$ cat config.mk
export PLATFORM = sky130hd
export DESIGN_NAME = adc_evt_ctrl
export DESIGN_NICKNAME = d
export VERILOG_FILES = /design/src/rtl/adc_evt_pkg.sv /design/src/rtl/adc_evt_regs.sv /design/src/rtl/adc_evt_start.sv /design/src/rtl/adc_evt_out.sv /design/src/rtl/adc_evt_ctrl.sv
export SDC_FILE = /design/constraint.sdc
export NUM_CORES = 1
export LEC_CHECK = 0
export BUFFER_PORTS_ARGS = -buffer_cell sky130_fd_sc_hd__buf_2
export CAP_MARGIN = 20
export CORE_MARGIN = 1
export CORE_UTILIZATION = 46
export CTS_CLUSTER_DIAMETER = 200
export CTS_CLUSTER_SIZE = 12
export DETAILED_ROUTE_END_ITERATION = 10
export MAX_ROUTING_LAYER = met4
export PLACE_DENSITY_LB_ADDON = 0.25
export SLEW_MARGIN = 10
export SYNTH_ARGS = -nofsm -noshare
export SYNTH_HDL_FRONTEND = slang
export SYNTH_SLANG_ARGS = --single-unit
$ cat constraint.sdc
create_clock -name clk -period 1.2 [get_ports clk]
set_input_delay 0.12 -clock clk [delete_from_list [all_inputs] [get_ports clk]]
set_output_delay 0.12 -clock clk [all_outputs]
set_load 0.02 [all_outputs]
$ cat src/rtl/adc_evt_pkg.sv
package adc_evt_pkg;

    localparam int REG_W = 32;

    // Bit positions of the stored fields inside the bus word
    localparam int BIT_START_EN = 0;
    localparam int BIT_INV      = 3;
    localparam int BIT_RES_OE   = 4;
    localparam int BIT_WIN_OE   = 5;

    typedef struct packed {
        logic win_oe;
        logic res_oe;
        logic start_inv;
        logic start_en;
    } evt_cfg_t;

    typedef enum logic [1:0] {
        EDGE_ARM  = 2'd0,
        EDGE_LOW  = 2'd1,
        EDGE_HIGH = 2'd2
    } edge_st_t;

    function automatic logic [REG_W-1:0] cfg_to_word(input evt_cfg_t c);
        logic [REG_W-1:0] w;
        w = '0;
        w[BIT_START_EN] = c.start_en;
        w[BIT_INV]      = c.start_inv;
        w[BIT_RES_OE]   = c.res_oe;
        w[BIT_WIN_OE]   = c.win_oe;
        return w;
    endfunction

endpackage

$ cat src/rtl/adc_evt_regs.sv
module adc_evt_regs
    import adc_evt_pkg::*;
#(
    parameter int NUM_INST    = 4,
    parameter int ADDR_W      = 8,
    parameter int BASE_OFS    = 32'h3C,
    parameter int INST_STRIDE = 32'h20
) (
    input  logic                clk,
    input  logic                rst_n,
    input  logic                bus_sel,
    input  logic                bus_wr,
    input  logic [ADDR_W-1:0]   bus_addr,
    input  logic [REG_W-1:0]    bus_wdata,
    input  logic [NUM_INST-1:0] inst_enable,
    output logic                bus_rsp_vld,
    output logic [REG_W-1:0]    bus_rdata,
    output logic                bus_err,
    output evt_cfg_t            cfg_o [NUM_INST],
    output logic [NUM_INST-1:0] cfg_wr_o
);

    logic [NUM_INST-1:0] hit;
    logic                any_hit;
    logic                locked;
    logic [REG_W-1:0]    rd_word;
    evt_cfg_t            cfg_q [NUM_INST];

    // Address decode: one exact-match comparator per instance
    always_comb begin
        hit     = '0;
        rd_word = '0;
        for (int i = 0; i < NUM_INST; i++) begin
            hit[i] = (bus_addr == ADDR_W'(BASE_OFS + i * INST_STRIDE));
            if (hit[i]) begin
                rd_word = rd_word | cfg_to_word(cfg_q[i]);
            end
        end
        any_hit = |hit;
        locked  = |(hit & inst_enable);
    end

    assign cfg_wr_o = hit & ~inst_enable & {NUM_INST{bus_sel & bus_wr}};

    generate
        for (genvar g = 0; g < NUM_INST; g++) begin : g_cfg
            always_ff @(posedge clk or negedge rst_n) begin
                if (!rst_n) begin
                    cfg_q[g] <= '0;
                end else if (cfg_wr_o[g]) begin
                    cfg_q[g].start_en  <= bus_wdata[BIT_START_EN];
                    cfg_q[g].start_inv <= bus_wdata[BIT_INV];
                    cfg_q[g].res_oe    <= bus_wdata[BIT_RES_OE];
                    cfg_q[g].win_oe    <= bus_wdata[BIT_WIN_OE];
                end
            end
            assign cfg_o[g] = cfg_q[g];
        end
    endgenerate

    // Registered response stage
    always_ff @(posedge clk or negedge rst_n) begin
        if (!rst_n) begin
            bus_rsp_vld <= 1'b0;
            bus_err     <= 1'b0;
            bus_rdata   <= '0;
        end else begin
            bus_rsp_vld <= bus_sel;
            if (bus_sel) begin
                bus_err   <= !any_hit || (bus_wr && locked);
                bus_rdata <= (!bus_wr && any_hit) ? rd_word : '0;
            end else begin
                bus_err   <= 1'b0;
                bus_rdata <= '0;
            end
        end
    end

endmodule

$ cat src/rtl/adc_evt_start.sv
module adc_evt_start
    import adc_evt_pkg::*;
#(
    parameter int SYNC_STAGES = 2
) (
    input  logic clk,
    input  logic rst_n,
    input  logic raw_in,
    input  logic trig_en,
    input  logic trig_inv,
    input  logic rearm,
    output logic start_o
);

    logic [SYNC_STAGES-1:0] sync_q;
    logic                   lvl;
    logic                   start_q;
    edge_st_t               st_q;
    edge_st_t               st_d;

    always_ff @(posedge clk or negedge rst_n) begin
        if (!rst_n) begin
            sync_q <= '0;
        end else begin
            sync_q <= {sync_q[SYNC_STAGES-2:0], raw_in};
        end
    end

    assign lvl = sync_q[SYNC_STAGES-1] ^ trig_inv;

    // Next state
    always_comb begin
        st_d = st_q;
        if (rearm) begin
            st_d = EDGE_ARM;                          // REARM
        end else begin
            unique case (st_q)
                EDGE_ARM:  st_d = lvl ? EDGE_HIGH : EDGE_LOW; // SETTLE_HIGH / SETTLE_LOW
                EDGE_LOW:  if (lvl)  st_d = EDGE_HIGH;        // FIRE
                EDGE_HIGH: if (!lvl) st_d = EDGE_LOW;         // RELEASE
                default:   st_d = EDGE_ARM;
            endcase
        end
    end

    // State register
    always_ff @(posedge clk or negedge rst_n) begin
        if (!rst_n) begin
            st_q <= EDGE_ARM;
        end else begin
            st_q <= st_d;
        end
    end

    // Output register: a start only on the FIRE transition
    always_ff @(posedge clk or negedge rst_n) begin
        if (!rst_n) begin
            start_q <= 1'b0;
        end else begin
            start_q <= !rearm && trig_en && (st_q == EDGE_LOW) && lvl;
        end
    end

    assign start_o = start_q;

endmodule

$ cat src/rtl/adc_evt_out.sv
module adc_evt_out (
    input  logic clk,
    input  logic rst_n,
    input  logic strobe,
    input  logic out_en,
    output logic pulse_o
);

    always_ff @(posedge clk or negedge rst_n) begin
        if (!rst_n) begin
            pulse_o <= 1'b0;
        end else begin
            pulse_o <= strobe && out_en;
        end
    end

endmodule

$ cat src/rtl/adc_evt_ctrl.sv
module adc_evt_ctrl
    import adc_evt_pkg::*;
#(
    parameter int NUM_INST    = 4,
    parameter int ADDR_W      = 8,
    parameter int BASE_OFS    = 32'h3C,
    parameter int INST_STRIDE = 32'h20,
    parameter int SYNC_STAGES = 2
) (
    input  logic                clk,
    input  logic                rst_n,
    input  logic                bus_sel,
    input  logic                bus_wr,
    input  logic [ADDR_W-1:0]   bus_addr,
    input  logic [31:0]         bus_wdata,
    output logic                bus_rsp_vld,
    output logic [31:0]         bus_rdata,
    output logic                bus_err,
    input  logic [NUM_INST-1:0] inst_enable,
    input  logic [NUM_INST-1:0] start_raw,
    output logic [NUM_INST-1:0] conv_start,
    input  logic [NUM_INST-1:0] res_rdy,
    input  logic [NUM_INST-1:0] win_match,
    output logic [NUM_INST-1:0] res_evt,
    output logic [NUM_INST-1:0] win_evt
);

    localparam int CFG_W = $bits(evt_cfg_t);

    evt_cfg_t                  cfg [NUM_INST];
    logic [NUM_INST-1:0]       cfg_wr;
    logic [CFG_W*NUM_INST-1:0] cfg_flat;

    adc_evt_regs #(
        .NUM_INST    (NUM_INST),
        .ADDR_W      (ADDR_W),
        .BASE_OFS    (BASE_OFS),
        .INST_STRIDE (INST_STRIDE)
    ) regs_i (
        .clk         (clk),
        .rst_n       (rst_n),
        .bus_sel     (bus_sel),
        .bus_wr      (bus_wr),
        .bus_addr    (bus_addr),
        .bus_wdata   (bus_wdata),
        .inst_enable (inst_enable),
        .bus_rsp_vld (bus_rsp_vld),
        .bus_rdata   (bus_rdata),
        .bus_err     (bus_err),
        .cfg_o       (cfg),
        .cfg_wr_o    (cfg_wr)
    );

    generate
        for (genvar g = 0; g < NUM_INST; g++) begin : g_inst
            assign cfg_flat[g*CFG_W +: CFG_W] = cfg[g];

            adc_evt_start #(
                .SYNC_STAGES (SYNC_STAGES)
            ) start_i (
                .clk      (clk),
                .rst_n    (rst_n),
                .raw_in   (start_raw[g]),
                .trig_en  (cfg[g].start_en),
                .trig_inv (cfg[g].start_inv),
                .rearm    (cfg_wr[g]),
                .start_o  (conv_start[g])
            );

            adc_evt_out res_i (
                .clk     (clk),
                .rst_n   (rst_n),
                .strobe  (res_rdy[g]),
                .out_en  (cfg[g].res_oe),
                .pulse_o (res_evt[g])
            );

            adc_evt_out win_i (
                .clk     (clk),
                .rst_n   (rst_n),
                .strobe  (win_match[g]),
                .out_en  (cfg[g].win_oe),
                .pulse_o (win_evt[g])
            );
        end
    endgenerate

endmodule

==> flow_metrics.env <==
export IMPL_outcome="complete, but fails checks"
export IMPL_violations="negative setup slack"
export IMPL_cp_max_fo=3
export IMPL_final_cell_mix="dfrtp_1 (50), buf_2 (47), conb_1 (28)"
export IMPL_rows=25
export IMPL_reg2reg_slack_ps=30
export IMPL_fin_crit_ps=1231
export IMPL_grt_pass1_wl_um=6403
export IMPL_maxCapViolations=0
export IMPL_globalplace_congestion=0.8165
export IMPL_final_util=0.6034
export IMPL_timing_hold_violations_final=0
export IMPL_timing_final_crit_share=1.026
export IMPL_wl_um=3981
export IMPL_required_ps=1390
export IMPL_fin_cells=331
export IMPL_grt_pass1_vias=1444
export IMPL_final_common_cell="dfrtp_1"
export IMPL_drv_slew=0
export IMPL_dp_cells=315
export IMPL_r2r_start="regs_i.cfg_o[11]"
export IMPL_p_per_area_mw_per_mm2=1042
export IMPL_remaining_drc_errors=0
export IMPL_start_util=0.4803
export IMPL_drt_iter0_drc=23
export IMPL_h_tree_depth=2
export IMPL_synth_flop_cell="dfrtp_1"
export IMPL_vias=1506
export IMPL_coreArea_mm2=0.004755
export IMPL_synth_seq_area_share=0.5479
export IMPL_drive_gt1_frac=0.4394
export IMPL_skew_ps=4.419
export IMPL_cts_tree="done"
export IMPL_synth_seq_cells=50
export IMPL_fmax_ghz=0.8126
export IMPL_arrival_ps=1420
export IMPL_crit_path_end_kind="flip-flop"
export IMPL_hold_path_class="in -> reg"
export IMPL_synthesis_area_mm2=0.002283
export IMPL_hold_start="win_match[1]"
export IMPL_setup_ws_ps=-30.63
export IMPL_dr_pass1_iters=4
export IMPL_port_buffers=49
export IMPL_die_h_um=72.46
export IMPL_clkSinkCount=50
export IMPL_rsz0062_at_grt="yes"
export IMPL_wl_per_cell_um=12.03
export IMPL_antennaDiodeCount=0
export IMPL_synthDistinctLibCells=38
export IMPL_r2r_end="regs_i.bus_rdata[5]"
export IMPL_crit_type="in -> reg"
export IMPL_synth_cells=189
export IMPL_ctsRootBufferMaster="clkbuf_8"
export IMPL_grt_usage=0.1673
export IMPL_hold_path_cell_count=2
export IMPL_antenna_found_initial=0
export IMPL_nNetsFinal=324
export IMPL_ant_nets=0
export IMPL_startpoint_type="primary input"
export IMPL_worstRegToRegCells=4
export IMPL_io_pins=106
export IMPL_clockBufferDepth=2
export IMPL_dp_hpwl_um=3000
export IMPL_synthToLayoutAreaGrowth_pct=25.64
export IMPL_synthArstFlopShare=1.000
export IMPL_hold_end="g_inst[1].win_i.pulse_o"
export IMPL_synth_edf_count=0
export IMPL_clk_pin_slew_worst_paths_ps=80
export IMPL_ir_drop_mv=0.6468
export IMPL_grt_overflow_total=0
export IMPL_finalSetupViolations=4
export IMPL_routed_via_density=4.550
export IMPL_leakagePower_nw=1.473
export IMPL_clkLatencyLatePin_ps=290
export IMPL_grt_max_degree=31
export IMPL_postSynthAreaPerCell_um2=12.08
export IMPL_die_area_mm2=0.005250
export IMPL_die_w_um=72.46
export IMPL_cts_made_buffers=5
export IMPL_ys_warnings_count=0
-- kinds of logic (layout without fill, tap and decap cells) --
kind of cell | Yosys count | count (layout) | synth area share
DFF | 50 | 50 | 0.5479
AOI/OAI and AO/OA | 17 | 17 | 0.04932
and+or+nand+nor | 54 | 54 | 0.1501
xor gates and xnor gates | 4 | 4 | 0.01535
other | 1 | 28 | 0.001642
buffers and inverters | 43 | 91 | 0.1370
muxes | 20 | 20 | 0.09863
-- routing by layer --
layer,share of wire,global-route usage,vias up
met5,0,-,-
met2,0.51,0.2731,48
met4,0.012,0.03922,0
met3,0.048,0.04583,6
li1,-,-,721
met1,0.43,0.2074,731
-- final cells by class --
type	count	area, µm²
flip-flops and latches	50	1251
multi-input cells	123	895.9
fillers	419	1886
well taps	67	83.83
clock buffers	5	68.82
repair buffers	84	559.3
clock inverters	2	10.01
-- where the power goes --
group / internal [mW] / switching (mW) / total, mW
combinational: 0.141 / 0.209 / 0.350
clock: 0.391 / 0.493 / 0.885
sequential: 1.73 / 0.0251 / 1.76
-- cell usage after synthesis (all sizes together) (3+ instances only) --
library cell	count	area, µm²
buf	41	305.3
nand2	14	55.06
a21oi	5	25.02
nor4	3	33.78
mux2	20	225.2
dfrtp	50	1251
a22oi	3	22.52
nor3b	5	48.80
and2	10	62.56
nor2	6	22.52
-- flip-flops by register name (all words and copies together), names as in the netlist --
name / count
g_inst.start_i.sync_q: 8
g_inst.start_i.start_o: 4
regs_i.bus_rdata: 4
regs_i.cfg_o: 16
g_inst.win_i.pulse_o: 4
regs_i.bus_err: 1
g_inst.res_i.pulse_o: 4
regs_i.bus_rsp_vld: 1
g_inst.start_i.st_q: 8
-- worst max-delay path, cell delays in order --
cell and delay [ps]:
buf_6 90, and4bb_2 330, and4_4 210, nor3b_4 230
buf_6 150, mux2_4 290
-- what timing repair did --
action,CTS,global route
pin swaps,2,4
hold endpoints to repair,55,0
hold buffers,6,0
resized for setup,7,10
setup buffers,4,0
setup endpoints to repair,6,13
-- worst max path at each step --
stage,start,end,slack (ps)
2_1_floorplan,bus_addr[0],regs_i.cfg_o[0],-260
3_3_place_gp,bus_addr[0],regs_i.cfg_o[2],-360
3_5_place_dp,bus_addr[0],regs_i.cfg_o[3],-390
4_1_cts,bus_addr[1],regs_i.cfg_o[3],-20
5_1_grt,bus_addr[0],regs_i.cfg_o[1],-40
6_report,bus_addr[0],regs_i.cfg_o[0],-30
-- metrics by stage --
stage	instance area, µm²	TNS, ps	setup slack, ps	total power, mW	hold WS (ps)
finish	2869	-98.85	-30.63	2.990	28.00
global route	2869	-162.3	-44.58	3.133	25.90
CTS	2828	-64.61	-18.43	3.027	20.16
detailed placement	2630	-6728	-393.3	2.114	-1.776
global placement	2630	-6274	-358.3	2.111	6.246
floorplan	2416	-2060	-263.9	2.021	-175.6
Power figures use the tool's default switching activity.
